**src/rtl/dma_mover_pkg.sv**
```systemverilog
package dma_mover_pkg;

  typedef enum logic [1:0] {
    MODE_SINGLE = 2'd0,
    MODE_BLOCK  = 2'd1,
    MODE_DEMAND = 2'd2,
    MODE_ALT    = 2'd3
  } xfer_mode_e;

  typedef enum logic [2:0] {
    ST_IDLE,
    ST_ARMED,
    ST_HOLD,
    ST_RD,
    ST_WR
  } seq_state_e;

  localparam logic [1:0] SEL_ADDR  = 2'd0;
  localparam logic [1:0] SEL_COUNT = 2'd1;
  localparam logic [1:0] SEL_CTRL  = 2'd2;
  localparam logic [1:0] SEL_CLEAR = 2'd3;
  localparam int         START_BIT = 2;

  // Next state once a byte's write strobe completes.
  function automatic seq_state_e after_byte(input xfer_mode_e m,
                                            input logic last,
                                            input logic req);
    if (last) return ST_IDLE;
    case (m)
      MODE_BLOCK:  return ST_RD;
      MODE_DEMAND: return req ? ST_RD : ST_ARMED;
      default:     return ST_ARMED;
    endcase
  endfunction

endpackage

```
**src/rtl/dma_mover_regs.sv**
```systemverilog
module dma_mover_regs
  import dma_mover_pkg::*;
#(
  parameter int ADDR_W  = 16,
  parameter int CNT_W   = 16,
  parameter int WDATA_W = 16
) (
  input  logic               clk,
  input  logic               rst_n,
  input  logic               cfg_we,
  input  logic [1:0]         cfg_sel,
  input  logic [WDATA_W-1:0] cfg_wdata,
  input  logic               busy,
  input  logic               step,
  output logic               start_go,
  output logic               last_byte,
  output xfer_mode_e         mode,
  output logic [ADDR_W-1:0]  cur_addr,
  output logic               irq
);

  logic [ADDR_W-1:0] addr_q;
  logic [CNT_W-1:0]  cnt_q;
  xfer_mode_e        mode_q;
  logic              irq_q;

  function automatic logic [ADDR_W-1:0] bump_addr(input logic [ADDR_W-1:0] a);
    return a + ADDR_W'(1);
  endfunction

  function automatic logic [CNT_W-1:0] drop_count(input logic [CNT_W-1:0] c);
    return c - CNT_W'(1);
  endfunction

  logic wr_addr, wr_cnt, wr_ctrl, wr_clear;
  assign wr_addr  = cfg_we && (cfg_sel == SEL_ADDR)  && !busy;
  assign wr_cnt   = cfg_we && (cfg_sel == SEL_COUNT) && !busy;
  assign wr_ctrl  = cfg_we && (cfg_sel == SEL_CTRL);
  assign wr_clear = cfg_we && (cfg_sel == SEL_CLEAR);

  assign start_go  = wr_ctrl && cfg_wdata[START_BIT] && !busy && (cnt_q != '0);
  assign last_byte = (cnt_q == CNT_W'(1));

  always_ff @(posedge clk or negedge rst_n) begin
    if (!rst_n) begin
      addr_q <= '0;
      cnt_q  <= '0;
      mode_q <= MODE_SINGLE;
      irq_q  <= 1'b0;
    end else begin
      if (wr_addr)      addr_q <= cfg_wdata[ADDR_W-1:0];
      else if (step)    addr_q <= bump_addr(addr_q);
      if (wr_cnt)       cnt_q  <= cfg_wdata[CNT_W-1:0];
      else if (step)    cnt_q  <= drop_count(cnt_q);
      if (start_go)     mode_q <= xfer_mode_e'(cfg_wdata[1:0]);
      if (step && last_byte) irq_q <= 1'b1;
      else if (wr_clear)     irq_q <= 1'b0;
    end
  end

  assign mode     = mode_q;
  assign cur_addr = addr_q;
  assign irq      = irq_q;

endmodule

```
**src/rtl/dma_mover_seq.sv**
```systemverilog
module dma_mover_seq
  import dma_mover_pkg::*;
(
  input  logic       clk,
  input  logic       rst_n,
  input  logic       start_go,
  input  xfer_mode_e mode,
  input  logic       last_byte,
  input  logic       dreq,
  input  logic       hlda,
  output logic       busy,
  output logic       hrq,
  output logic       dack,
  output logic       mem_rd,
  output logic       io_wr,
  output logic       step
);

  seq_state_e state_q, state_d;

  always_comb begin
    state_d = state_q;
    case (state_q)
      ST_IDLE:  if (start_go) state_d = ST_ARMED;
      ST_ARMED: if (dreq && !hlda) state_d = ST_HOLD;
      ST_HOLD:  if (hlda) state_d = ST_RD;
      ST_RD:    state_d = ST_WR;
      ST_WR:    state_d = after_byte(mode, last_byte, dreq);
      default:  state_d = ST_IDLE;
    endcase
  end

  always_ff @(posedge clk or negedge rst_n) begin
    if (!rst_n) state_q <= ST_IDLE;
    else        state_q <= state_d;
  end

  assign busy   = (state_q != ST_IDLE);
  assign hrq    = (state_q == ST_HOLD) || (state_q == ST_RD) || (state_q == ST_WR);
  assign dack   = (state_q == ST_RD) || (state_q == ST_WR);
  assign mem_rd = (state_q == ST_RD);
  assign io_wr  = (state_q == ST_WR);
  assign step   = (state_q == ST_WR);

endmodule

```
**src/rtl/dma_mover.sv**
```systemverilog
module dma_mover
  import dma_mover_pkg::*;
#(
  parameter int ADDR_W  = 16,
  parameter int CNT_W   = 16,
  parameter int WDATA_W = (ADDR_W > CNT_W) ? ADDR_W : CNT_W
) (
  input  logic               clk,
  input  logic               rst_n,
  input  logic               cfg_we,
  input  logic [1:0]         cfg_sel,
  input  logic [WDATA_W-1:0] cfg_wdata,
  output logic               busy,
  output logic               irq,
  input  logic               dreq,
  output logic               dack,
  output logic               hrq,
  input  logic               hlda,
  output logic [ADDR_W-1:0]  addr,
  output logic               mem_rd,
  output logic               io_wr
);

  logic       start_go;
  logic       last_byte;
  logic       step;
  xfer_mode_e mode;

  dma_mover_regs #(
    .ADDR_W (ADDR_W),
    .CNT_W  (CNT_W),
    .WDATA_W(WDATA_W)
  ) u_regs (
    .clk      (clk),
    .rst_n    (rst_n),
    .cfg_we   (cfg_we),
    .cfg_sel  (cfg_sel),
    .cfg_wdata(cfg_wdata),
    .busy     (busy),
    .step     (step),
    .start_go (start_go),
    .last_byte(last_byte),
    .mode     (mode),
    .cur_addr (addr),
    .irq      (irq)
  );

  dma_mover_seq u_seq (
    .clk      (clk),
    .rst_n    (rst_n),
    .start_go (start_go),
    .mode     (mode),
    .last_byte(last_byte),
    .dreq     (dreq),
    .hlda     (hlda),
    .busy     (busy),
    .hrq      (hrq),
    .dack     (dack),
    .mem_rd   (mem_rd),
    .io_wr    (io_wr),
    .step     (step)
  );

endmodule

```
**config.mk**
```make
export PLATFORM = sky130hd
export DESIGN_NAME = dma_mover
export DESIGN_NICKNAME = d
export VERILOG_FILES = /design/src/rtl/dma_mover_pkg.sv /design/src/rtl/dma_mover_regs.sv /design/src/rtl/dma_mover_seq.sv /design/src/rtl/dma_mover.sv
export SDC_FILE = /design/constraint.sdc
export NUM_CORES = 1
export LEC_CHECK = 0
export ABC_AREA = 1
export BUFFER_PORTS_ARGS = -buffer_cell sky130_fd_sc_hd__buf_4
export CORE_MARGIN = 10
export CORE_UTILIZATION = 55
export DETAILED_ROUTE_END_ITERATION = 8
export GPL_TIMING_DRIVEN = 0
export PLACE_DENSITY_LB_ADDON = 0.05
export SLEW_MARGIN = 25
export SYNTH_ARGS = -nofsm -noshare
export SYNTH_HDL_FRONTEND = slang
export SYNTH_HIERARCHICAL = 1
export SYNTH_SLANG_ARGS = --single-unit
```
**constraint.sdc**
```tcl
create_clock -name clk -period 1.8 [get_ports clk]
set_input_delay 0.09 -clock clk [delete_from_list [all_inputs] [get_ports clk]]
set_output_delay 0.09 -clock clk [all_outputs]
set_load 0.05 [all_outputs]
```
==> results.cfg <==
[critical_path]
critical_path.max_stage_delay_ns = 0.39
crit_slowest_cell = dfrtp_1
crit_type = reg2reg
r2r-start = u_regs/cnt_q[1]
r2r_slack_ns = 0.09
path_cells = inv_1 > ha_4 > nand2_4 > nor2_4 > nand2_2 > nand2_4 > inv_2 > inv_1 > nand3_2 > nand2_1 > nor2_1 > nand2_1 > nand2_1
r2r-end = u_seq/state_q[1]
cp_max_fo = 5
worst_setup_path_end_kind = flip-flop
endpoint = u_seq/state_q[1]
r2r_cells = 13
worst_path_most_repeated_cell = nand2_1
start_kind = flip-flop
worstPathRequired_ns = 1.99
crit_arrival_ns = 1.90
critical_path.startpoint = u_regs/cnt_q[1]

[final_layout]
layout_common_cells = 146 x nand2_1, 60 x inv_1, 48 x buf_4
fillers = 423
final_cell_area_um2 = 3380
final_common_cell = nand2_1
area_growth_pct = 23.1
fin_util = 0.706
final_nets = 498
antenna_cells = 0
final_layout_size_suffix_gt1_frac = 0.206

[detailed_routing]
routedWlPerCell_um = 13.6
drc = 0
ant_nets = 0
vias = 2744
via_per_inst = 5.10
dr.first_iter.drc_count = 198
wl_mm = 7.33
first_pass_iters = 5

[sta]
min_period_ns = 1.71
drv_slew = 0
fin_crit_sh = 0.950
max_freq_mhz = 585
whs_ns = 0.0296
setup_viol = 0
rsz0062_at_grt = yes
layout_setup_ws_ns = 0.0899
worst_pin_slew_ns = 0.508
slew-limit-headroom = 0.661
final_hold_viol_count = 0
fin_skew_ns = 0.00772

[cts]
root_buffer = clkbuf_8
clock_sinks = 38
clk_latency_ns = 0.30
cts_tree = built
cts.htree.levels = 2
cts_buffers = 5
clk_pin_slew_ns = 0.08
cts_buffer_depth = 2

[floorplan]
start_util = 0.574
dieArea_um2 = 8220
core_area_um2 = 4790
rows = 25
io_pins = 45
die_w_um = 90.7
die_y_um = 90.7

[power]
p_sw_mw = 2.96
pwr-share-seq = 0.284
pwr-share-comb = 0.559
switching_share = 0.502
p_leak_nw = 1.76
power_mw = 5.90
ir_worst_vdd_mv = 0.937
p_clk_frac = 0.156
powerDensity_nw_per_um2 = 1750
p_int_mw = 2.94

[yosys]
ys_ff_latch = 38
ys_types = 28
synth_warnings = 6
synthCells = 415
synth_nets = 443
synth-seq-area-share = 0.346
syn_avg_cell_area_um2 = 6.61
syn_area_um2 = 2750

[worst_hold_path]
worstHoldPathType = in2reg

[grt]
track_usage = 0.178
grt_pass1_vias = 2702
overflow = 0
grt_start_max_net_pins = 39
grt_pass1_wl_mm = 12.3
antenna_found_initial = 0

[place]
dpl_worst_slack_ns = -0.0168
dp_hpwl_mm = 5.47
post_dp_cell_area_um2 = 3170
place_congestion = 0.915
port_buffers = 44

[flow_run]
maxCapViolations = 0

[status]
status = finished, final reports clean
## sequential cells by signal (all words and copies together) (netlist names)
name	cells
u_regs/irq	1
u_regs/mode	2
u_regs/cnt_q	16
u_seq/state_q	3
u_regs/cur_addr	16
## cell type report
class | instances | area (um^2) | share of cell area
clock inverters | 2 | 60.1 | 0.0178
clock buffers | 6 | 82.6 | 0.0244
well taps | 67 | 83.8 | 0.0248
multi-input cells | 300 | 1510 | 0.447
flip-flops and latches | 38 | 952 | 0.282
inverters | 72 | 279 | 0.0826
plain buffers | 5 | 46.3 | 0.0137
repair buffers | 48 | 363 | 0.107
## power groups by stage
stage	sequential, mW	clock (mW)	combinational (mW)
floorplan	2.12	0	1.87
global placement	1.66	0	3.09
detailed placement	1.67	0	3.16
CTS	1.67	0.938	3.18
global route	1.76	0.978	3.66
finish	1.68	0.921	3.30
## worst max-delay path, delay by kind of cell, from the launching register on
family                   cells  cell delay (ns)
AND/OR/NAND/NOR              9             0.76
flip-flops                   1             0.39
buffers and inverters        3             0.25
adder cells (fa/ha/maj)      1             0.20
## routing by layer
metal	part of all wire	GRT usage	up-vias
li1	-	-	1401
met1	0.44	0.215	1247
met2	0.49	0.298	88
met3	0.063	0.0466	8
met4	0.011	0.0610	0
met5	0	0	-
## repair_timing
| action | 4_1_cts | 5_1_grt |
|---|---|---|
| endpoints found under the hold margin | 38 | 0 |
| setup endpoints to repair | 3 | 11 |
| hold buffers | 1 | 0 |
| resized for setup | 2 | 7 |
| pin swaps | 0 | 1 |
| buffers inserted | 0 | 3 |
## Yosys cell counts (all sizes together)
master	instances	share of area
a21oi	4	0.0073
buf	5	0.017
clkinv	1	0.0018
dfrtp	38	0.35
ha	5	0.023
inv	71	0.097
nand2	154	0.22
nand3	40	0.087
nand4	7	0.016
nor2	51	0.085
nor3	1	0.0018
o211ai	6	0.016
o21ai	10	0.018
o21bai	1	0.0027
o22ai	10	0.023
o31ai	1	0.0027
xnor2	3	0.0096
xor2	7	0.022
## cell families (layout without fill, tap and decap cells)
| group | after synthesis | count (layout) | share of synthesized area |
|---|---|---|---|
| simple gates | 253 | 253 | 0.413 |
| buf+inv | 77 | 133 | 0.116 |
| flops | 38 | 38 | 0.346 |
| compound gates | 32 | 32 | 0.0702 |
| xor+xnor | 10 | 10 | 0.0319 |
| fa+ha+maj | 5 | 5 | 0.0228 |
## metrics by stage
stage	cells	TNS, ns
finish	538	0
global route	538	-0.0568
CTS	535	0
detailed placement	526	-0.0249
global placement	526	0
floorplan	415	0
## how the worst min path moves through the flow
stage          slack [ns]          from               end  depth (start not counted)
2_1_floorplan       -0.21         rst_n   u_regs/cnt_q[0]                          0
3_3_place_gp         0.09         rst_n  u_seq/state_q[2]                          1
3_5_place_dp         0.09         rst_n  u_seq/state_q[2]                          1
4_1_cts              0.02  cfg_wdata[5]   u_regs/cnt_q[5]                          3
5_1_grt              0.03  cfg_wdata[5]   u_regs/cnt_q[5]                          3
6_report             0.03  cfg_wdata[5]   u_regs/cnt_q[5]                          3
No activity file was read; power rests on OpenSTA's default activity.
